==> config.mk <==
export PLATFORM = sky130hd
export DESIGN_NAME = proc_sleep_seq
export DESIGN_NICKNAME = d
export VERILOG_FILES = /design/src/rtl/psleep_pkg.sv /design/src/rtl/psleep_rd_decode.sv /design/src/rtl/psleep_step_timer.sv /design/src/rtl/psleep_fsm.sv /design/src/rtl/proc_sleep_seq.sv
export SDC_FILE = /design/constraint.sdc
export NUM_CORES = 1
export LEC_CHECK = 0
export ABC_AREA = 1
export BUFFER_PORTS_ARGS = -buffer_cell sky130_fd_sc_hd__buf_2
export CAP_MARGIN = 20
export CORE_MARGIN = 10
export CORE_UTILIZATION = 45
export CTS_BUF_LIST = sky130_fd_sc_hd__clkbuf_8
export DETAILED_ROUTE_END_ITERATION = 8
export PLACE_DENSITY = 0.81
export SYNTH_ARGS = -nofsm -noshare
export SYNTH_HDL_FRONTEND = slang
export SYNTH_SLANG_ARGS = --single-unit
==> constraint.sdc <==
create_clock -name clk -period 2 [get_ports clk]
set_input_delay 0.4 -clock clk [delete_from_list [all_inputs] [get_ports clk]]
set_output_delay 0.4 -clock clk [all_outputs]
set_load 0.02 [all_outputs]
==> src/rtl/psleep_pkg.sv <==
package psleep_pkg;

   typedef enum logic [2:0] {
      ST_IDLE,
      ST_C2_HOLD,
      ST_C3_STOP,
      ST_C3_SLEEP,
      ST_C3_DEEP,
      ST_WK_CLK,
      ST_WK_SLEEP
   } seq_state_e;

   typedef enum logic [1:0] {
      LVL_NONE,
      LVL_C2,
      LVL_C3
   } lvl_req_e;

   typedef struct packed {
      logic stop;
      logic sleep;
      logic clk_off;
   } pin_set_t;

endpackage

==> src/rtl/psleep_rd_decode.sv <==
module psleep_rd_decode
   import psleep_pkg::*;
#(
   parameter int unsigned        ADDR_W    = 8,
   parameter int unsigned        DATA_W    = 32,
   parameter logic [ADDR_W-1:0]  LVL2_ADDR = 8'h14,
   parameter logic [ADDR_W-1:0]  LVL3_ADDR = 8'h15
) (
   input  logic              rd_stb,
   input  logic [ADDR_W-1:0] rd_addr,
   output lvl_req_e          req,
   output logic [DATA_W-1:0] rd_data
);

   logic hit2, hit3;

   assign hit2 = rd_stb && (rd_addr == LVL2_ADDR);
   assign hit3 = rd_stb && (rd_addr == LVL3_ADDR);

   always_comb begin
      if (hit3)      req = LVL_C3;
      else if (hit2) req = LVL_C2;
      else           req = LVL_NONE;
   end

   assign rd_data = '0;

endmodule

==> src/rtl/psleep_step_timer.sv <==
module psleep_step_timer #(
   parameter int unsigned STEP_CYC = 3
) (
   input  logic clk,
   input  logic rst_n,
   input  logic clr,
   output logic done
);

   localparam int unsigned CNT_W = (STEP_CYC > 1) ? $clog2(STEP_CYC) : 1;

   generate
      if (STEP_CYC == 1) begin : g_single
         assign done = 1'b1;
      end else begin : g_count
         localparam logic [CNT_W-1:0] LAST = CNT_W'(STEP_CYC - 1);
         logic [CNT_W-1:0] cnt_q;

         always_ff @(posedge clk or negedge rst_n) begin
            if (!rst_n)             cnt_q <= '0;
            else if (clr)           cnt_q <= '0;
            else if (cnt_q != LAST) cnt_q <= cnt_q + 1'b1;
         end

         assign done = (cnt_q == LAST);
      end
   endgenerate

endmodule

==> src/rtl/psleep_fsm.sv <==
module psleep_fsm
   import psleep_pkg::*;
#(
   parameter bit DEEP_EN = 1'b1
) (
   input  logic     clk,
   input  logic     rst_n,
   input  lvl_req_e req,
   input  logic     wake_evt,
   input  logic     step_done,
   output logic     tmr_clr,
   output pin_set_t pins,
   output logic     busy
);

   seq_state_e st_q, st_d;
   logic       pend_q, pend_d;
   logic       wake_any;
   logic       in_hold;
   logic       deep_on;

   generate
      if (DEEP_EN) begin : g_deep
         assign deep_on = 1'b1;
      end else begin : g_shallow
         assign deep_on = 1'b0;
      end
   endgenerate

   function automatic pin_set_t pins_of(seq_state_e s);
      pin_set_t p;
      p.stop    = (s != ST_IDLE);
      p.sleep   = (s == ST_C3_SLEEP) || (s == ST_C3_DEEP) || (s == ST_WK_CLK);
      p.clk_off = (s == ST_C3_DEEP);
      return p;
   endfunction

   assign wake_any = wake_evt || pend_q;
   assign in_hold  = (st_q == ST_C2_HOLD) || (st_q == ST_C3_DEEP) ||
                     ((st_q == ST_C3_SLEEP) && !deep_on);

   always_comb begin
      st_d = st_q;
      case (st_q)
         ST_IDLE: begin
            if (req == LVL_C3)      st_d = ST_C3_STOP;
            else if (req == LVL_C2) st_d = ST_C2_HOLD;
         end
         ST_C2_HOLD:  if (wake_any)  st_d = ST_IDLE;
         ST_C3_STOP:  if (step_done) st_d = ST_C3_SLEEP;
         ST_C3_SLEEP: begin
            if (deep_on) begin
               if (step_done) st_d = ST_C3_DEEP;
            end else if (wake_any) begin
               st_d = ST_WK_SLEEP;
            end
         end
         ST_C3_DEEP:  if (wake_any)  st_d = ST_WK_CLK;
         ST_WK_CLK:   if (step_done) st_d = ST_WK_SLEEP;
         ST_WK_SLEEP: if (step_done) st_d = ST_IDLE;
         default:     st_d = ST_IDLE;
      endcase
   end

   always_comb begin
      if ((st_q == ST_IDLE) || (in_hold && wake_any)) pend_d = 1'b0;
      else                                             pend_d = pend_q || wake_evt;
   end

   assign tmr_clr = (st_d != st_q);

   always_ff @(posedge clk or negedge rst_n) begin
      if (!rst_n) begin
         st_q   <= ST_IDLE;
         pend_q <= 1'b0;
         pins   <= '0;
         busy   <= 1'b0;
      end else begin
         st_q   <= st_d;
         pend_q <= pend_d;
         pins   <= pins_of(st_d);
         busy   <= (st_d != ST_IDLE);
      end
   end

endmodule

==> src/rtl/proc_sleep_seq.sv <==
module proc_sleep_seq
   import psleep_pkg::*;
#(
   parameter int unsigned        ADDR_W    = 8,
   parameter int unsigned        DATA_W    = 32,
   parameter logic [ADDR_W-1:0]  LVL2_ADDR = 8'h14,
   parameter logic [ADDR_W-1:0]  LVL3_ADDR = 8'h15,
   parameter int unsigned        STEP_CYC  = 3,
   parameter bit                 DEEP_EN   = 1'b1
) (
   input  logic              clk,
   input  logic              rst_n,
   input  logic              rd_stb,
   input  logic [ADDR_W-1:0] rd_addr,
   output logic [DATA_W-1:0] rd_data,
   input  logic              wake_evt,
   output logic              stpclk_o,
   output logic              slp_o,
   output logic              extclk_stop_o,
   output logic              busy_o
);

   generate
      if (STEP_CYC < 1) begin : g_bad_step
         $error("proc_sleep_seq: STEP_CYC must be at least 1");
      end
      if (LVL2_ADDR == LVL3_ADDR) begin : g_bad_addr
         $error("proc_sleep_seq: level addresses must differ");
      end
      if (ADDR_W < 1 || DATA_W < 1) begin : g_bad_width
         $error("proc_sleep_seq: widths must be non-zero");
      end
   endgenerate

   lvl_req_e req;
   logic     tmr_clr;
   logic     step_done;
   pin_set_t pins;

   psleep_rd_decode #(
      .ADDR_W    (ADDR_W),
      .DATA_W    (DATA_W),
      .LVL2_ADDR (LVL2_ADDR),
      .LVL3_ADDR (LVL3_ADDR)
   ) u_dec (
      .rd_stb  (rd_stb),
      .rd_addr (rd_addr),
      .req     (req),
      .rd_data (rd_data)
   );

   psleep_step_timer #(
      .STEP_CYC (STEP_CYC)
   ) u_tmr (
      .clk   (clk),
      .rst_n (rst_n),
      .clr   (tmr_clr),
      .done  (step_done)
   );

   psleep_fsm #(
      .DEEP_EN (DEEP_EN)
   ) u_fsm (
      .clk       (clk),
      .rst_n     (rst_n),
      .req       (req),
      .wake_evt  (wake_evt),
      .step_done (step_done),
      .tmr_clr   (tmr_clr),
      .pins      (pins),
      .busy      (busy_o)
   );

   assign stpclk_o      = pins.stop;
   assign slp_o         = pins.sleep;
   assign extclk_stop_o = pins.clk_off;

endmodule

**Word level (Yosys, flattened, before mapping)**

Index checks and enable logic that the tools add are counted.

- Flip-flop bits (word level): 9
- Input port bits: 12
- Output and inout bits: 36
- Logic and storage cells: 48

- $add $sub $neg: 1
- Equality and inequality tests: 16
- Mux-type cells: 14
- Reduce and logical (&&, ||, !) cells: 11

Operator list:

| cell | count |
|---|---|
| 3-bit two-way mux | 8 |
| 3-bit case mux with 7 select lines | 1 |
| 8-bit by 5-bit equality test with 1-bit output, second input constant | 2 |
| 3-bit equality test, second input constant | 5 |
| 3-bit by 2-bit equality test with 1-bit output, second input constant | 3 |
| 2-bit two-way mux | 3 |
| 1-bit logical OR | 5 |
| 2-bit equality test, second input constant | 2 |
| 3-bit by 1-bit equality test with 1-bit output, second input constant | 1 |
| 1-bit logical AND | 3 |
| 3-bit zero test | 1 |
| 3-bit != test | 1 |
| 3-bit nonzero test | 1 |
| 2-bit by 1-bit adder with 2-bit output, second input constant | 1 |
| 2-bit by 1-bit equality test with 1-bit output, second input constant | 1 |
| 1-bit two-way mux | 2 |
| 2-bit != test, second input constant | 1 |
| 2-bit nonzero test | 1 |

**Depth between registers and ports, before layout**

- Depth after elaboration: 11
- Mapped depth: 11
- Mapped depth without buffers: 11

**By module**

A second synthesis with hierarchy kept.

- Cells, all modules: 115
- Area, all modules: 822.0 um^2

By module, submodules not included:

| module | instances | cells an instance | area an instance (um^2) | sequential area each (um^2) |
|---|---|---|---|---|
| psleep_fsm | 1 | 53 | 409.1 | 175.2 |
| psleep_rd_decode | 1 | 49 | 307.8 | 0.0 |
| psleep_step_timer | 1 | 13 | 105.1 | 50.0 |

**Worst setup path before layout**

Ideal clock, no wire load.

- Path type: flip-flop to flip-flop
- Start: register u_tmr.g_count.cnt_q[0]
- End: register u_fsm.pins[2] (netlist name)
- Library setup time: 0.124 ns
- Data arrival time: 1.272 ns
- Required time: 1.876 ns
- Path slack: 0.604 ns
- Cell stages (with the launch flop): 9
- Buffers on the path: 0
- Clock period less this slack: 1.396 ns
- Cells stage by stage: dfrtp_1 -> inv_1 -> ha_1 -> inv_1 -> nand2_1 -> a21oi_2 -> nor2_2 -> nand4_1 -> or2_1

- Word-level cells in the longest chain between the ends: 4
- Elaborated cells between the ends (all ways): 7
- Those cells by class: eq/ne (1); mux (5); reduce/logical (1)

RTL lines:

| item | line | text |
|---|---|---|
| from (decl) | psleep_step_timer.sv:17 | `logic [CNT_W-1:0] cnt_q;` |
| from (signal assigned) | psleep_step_timer.sv:22 | `else if (cnt_q != LAST) cnt_q <= cnt_q + 1'b1;` |
| 2-bit equality test * | psleep_step_timer.sv:25 | `assign done = (cnt_q == LAST);` |
| 3-bit two-way mux, on equally long branches | - |  |
| 3-bit case mux with 7 select lines * | psleep_fsm.sv:44 | `case (st_q)` |
| 3-bit nonzero test * | psleep_fsm.sv:32 | `p.stop = (s != ST_IDLE);` |

Every way passes the cells marked *; elsewhere a longest branch is shown, timed or not.
A chain may end at the register's enable or synchronous reset.

**Worst setup path after layout**

- Start: register u_tmr.g_count.cnt_q[0]
- End: register u_tmr.g_count.cnt_q[1]

- Word-level cells in the longest chain between the ends: 5
- Elaborated cells between the ends (all ways): 12
- Those cells by class: add/sub (1); eq/ne (3); mux (7); reduce/logical (1)

RTL lines:

| item | line | text |
|---|---|---|
| 2-bit equality test * | psleep_step_timer.sv:25 |  |
| 3-bit two-way mux, on equally long branches | - |  |
| 3-bit case mux with 7 select lines * | psleep_fsm.sv:44 |  |
| via u_fsm.st_d[1] | psleep_fsm.sv:16 | `seq_state_e st_q, st_d;` |
| 3-bit != test * | psleep_fsm.sv:70 | `assign tmr_clr = (st_d != st_q);` |
| 2-bit two-way mux / 2-bit nonzero test (equally long branches) | - |  |

The timed path passes the listed nets; every way through them passes the cells marked *. The select of a mux whose other input is x is not followed.

==> results list <==
- In the global route stage, met2 resource usage came out at 0.131.
* Library cell used as clock root buffer: sky130_fd_sc_hd__clkbuf_8
- For this design, the sink count on the clock tree is 9.
* Data required time of the worst path: 2.15 ns
- Buffers inserted to repair hold after CTS numbered 0.
- GRT Overall Usage: 0.0810
- Of the total synthesized cell area, the portion taken by AND, OR, NAND and NOR gates is 0.285.
- The signal on the critical path passes through inv_1 -> ha_1 -> inv_1 -> o21ai_1 -> nand2_1 -> nand2_2 -> nand2_2 -> nand2_2 -> nand3_2 -> nor2_1.
- Flops & latches, synth: 9
* Post-CTS sizing: 0
- The Yosys step of the flow raised 0 warnings.
- Initial core utilization: 0.480
- The congestion estimate from routability-driven global placement came to roughly 0.9.
* Global-route wire length before repair: 2.76 mm
- Dividing the synthesized area by the synthesized cell count gives 7.70 um2.
- Counting every instance in the synthesized netlist gives 110.
* Antenna-violating nets left: 0
- Prior to clock tree synthesis, the placed netlist has a worst setup slack of roughly 0.48 ns.
- Startpoint kind of the worst setup timing path: flop
- In this run, the number of DRC markers left after iteration 0 of detailed routing was 3.
* Utilization after layout: 0.481
- TritonCTS built the clock tree.
- Of all nets on the critical path, the largest fanout is 6.
- Floorplan die area: around 4000 um2
* XOR/XNOR Fraction of Synth Area: 0.0103
- The die is between 60 and 70 um tall.
- Summed over all layers, the global routing overflow is 0.
- The die is 63.4 um wide.
- WL/cell: 10.7 um
- Adding up every negative setup slack in the final design gives 0 ns.
- For this run, the register share of the synthesized area comes to 0.266.
- Most crowded layer after global routing: met2
- Compared with the post-synthesis result, the final layout area differs by 0.148%.
* Final nets: 139
* Most repeated library cell on the critical path: sky130_fd_sc_hd__nand2_2
* Minimum clock period: 1.53 ns
* Mux contribution to synthesized area: 0
- Derived from the worst setup path, the maximum achievable clock frequency is 655 MHz.
- In the global route stage, met3 resource usage came out at 0.0406.
* Clk Latency, worst-skew pair: about 0.23 ns
- Number of buffers created by CTS: 3
* Minimum setup slack in the final design: 0.474 ns
- Power density over the cells: 1310 nW/um2
- The area fraction in compound gates after synthesis is 0.0458.
- 0 antenna diodes ended up in the layout.
- The worst hold path belongs to the class in -> async.
* Routed wire length: 1.61 mm
- CTS built an H-tree with a depth of 1.
* Type of element capturing the critical path: flop
- Of the available clock period, the critical path in the final layout requires 0.763.
* Highest cell delay on the worst timing path: between 0.3 and 0.4 ns
- For the final database, setup skew stands at ~0.00034 ns.
* Core region area: 1760 um2
* Number of setup violations in the final report: 0
- Cell area after synthesis: 847 um2
- For this run, design rule violations remaining after detail routing come to 0.
- For this design the top-level I/O count stands at 48.
* Global-route met1 utilization: 0.0907
* DRT Pass-1 Iters: 4
- Final-report max-slew violation count: 0
- Ratio of routed vias to standard cells: 4.07
* Number of input and output port buffers inserted: 15
- Largest net degree at the start of global routing: 10
- The initial antenna violation count came to 0.
- In this run the deepest clock path goes through 2 buffers.
* Slowest cell on the critical path: sky130_fd_sc_hd__dfrtp_1
- The number of global-route vias before repair came to 663.
* Total power after layout: 1110 uW
* Count of max-cap constraint violations: 0
- Of the total synthesized cell area, the portion taken by full adders, half adders and majority gates is 0.0148.
- The final hold violation count came to 0.
- Share of final-layout standard cells stronger than drive strength 1: 0.288
* Unrepaired setup endpoints after global routing: no
- The flow ran to the end, and the final reports show no timing, DRC or antenna violations.
- Total via count in the routed design: 610
- Pleak: 0.000499 uW
- Data arrival time of the critical path: 1.68 ns
- Category of the most critical setup path: reg -> reg
* HPWL after DPL: 1.42 mm
* Row count: 15
* Post-CTS setup-driven buffer insertion count: 0
- Combinational family with the most area after synthesis: buffers and inverters
- Post-synth cell types: 25
* Peak VDD IR: 556 uV
- Clock-pin slew was measured on the worst setup and hold paths at 0.04 ns.
==> flip-flops by register name, indices dropped and copies added, names as in the netlist <==
name and count:
u_fsm.pins 3, u_fsm.st_q 3, u_tmr.g_count.cnt_q 2, u_fsm.pend_q 1
==> per-stage QoR <==
stage / cell area (um2) / std cells / hold WS [ns]
2_1_floorplan: 963 / 141 / 0.104
3_3_place_gp: 803 / 146 / 0.257
3_5_place_dp: 803 / 146 / 0.257
4_1_cts: 848 / 150 / 0.0126
5_1_grt: 848 / 150 / 0.0253
6_report: 848 / 150 / 0.0118
==> cells in the mapped netlist (all sizes together) <==
cell type | number | share of area
buf | 35 | 0.31
nor2 | 10 | 0.062
nand3b | 1 | 0.0089
o21ai | 4 | 0.024
nand2 | 19 | 0.10
or2 | 1 | 0.0074
nand4 | 4 | 0.037
a21oi | 3 | 0.022
inv | 10 | 0.044
conb | 1 | 0.0044
xor2 | 1 | 0.010
dfrtp | 9 | 0.27
nand3 | 9 | 0.065
ha | 1 | 0.015
clkinv | 2 | 0.015
==> area by class of cell <==
class                      instances  area (um2)
timing repair buffer              15        75.1
fill                             169         916
multi-input combinational         85         422
tap                               25        31.3
sequential                         9         225
inverter                          12        50.0
clock inverter                     1        3.75
clock buffer                       3        41.3
==> where the power goes <==
part / leakage [uW] / total, uW / switching [uW] / internal (uW)
clock: 0.0000269 / 199 / 66.0 / 133
combinational: 0.000355 / 564 / 373 / 192
sequential: 0.000118 / 346 / 89.9 / 256
total: 0.000499 / 1110 / 529 / 580
==> layer usage <==
layer	routed length [um]	up-vias
met5	0	-
met1	668	264
met4	25	0
li1	-	309
met2	797	33
met3	119	4
==> critical path: cells and delay by family (launching register included) <==
kind	cells	cell delay [ns]
AO/OA/AOI/OAI	1	0.15
flip-flops	1	0.38
adder cells (fa/ha/maj)	1	0.21
AND/OR/NAND/NOR	6	0.53
buffers and inverters	2	0.18
==> cell families (layout without fill, tap and decap cells) <==
logic type      after synthesis  count (layout)
compound gates                7               7
xor+xnor                      1               1
fa+ha+maj                     1               1
buf+inv                      47              31
flops                         9               9
other cells                   1              32
simple gates                 44              44
==> layout by cell type, fill, tap and decap left out, drive strengths merged <==
cell type | netlist | layout
a21oi | 3 | 3
buf | 35 | 15
clkbuf | 0 | 3
clkinv | 2 | 2
conb | 1 | 32
dfrtp | 9 | 9
ha | 1 | 1
inv | 10 | 11
nand2 | 19 | 19
nand3 | 9 | 9
nand3b | 1 | 1
nand4 | 4 | 4
nor2 | 10 | 10
o21ai | 4 | 4
or2 | 1 | 1
xor2 | 1 | 1
==> worst paths after layout <==
check / start / endpoint / slack, ns / cells after the start
max: u_tmr.g_count.cnt_q[0] / u_tmr.g_count.cnt_q[1] / 0.47 / 10
min: rst_n / u_fsm.pend_q / 0.01 / 1
max reg2reg: u_tmr.g_count.cnt_q[0] / u_tmr.g_count.cnt_q[1] / 0.47 / 10
min reg2reg: u_fsm.pend_q / u_fsm.pend_q / 0.52 / 2
max in group asynchronous: rst_n / u_fsm.st_q[0] / 1.82 / 1
min in group clk: wake_evt / u_fsm.pend_q / 0.44 / 3
Power figures use the tool's default switching activity.
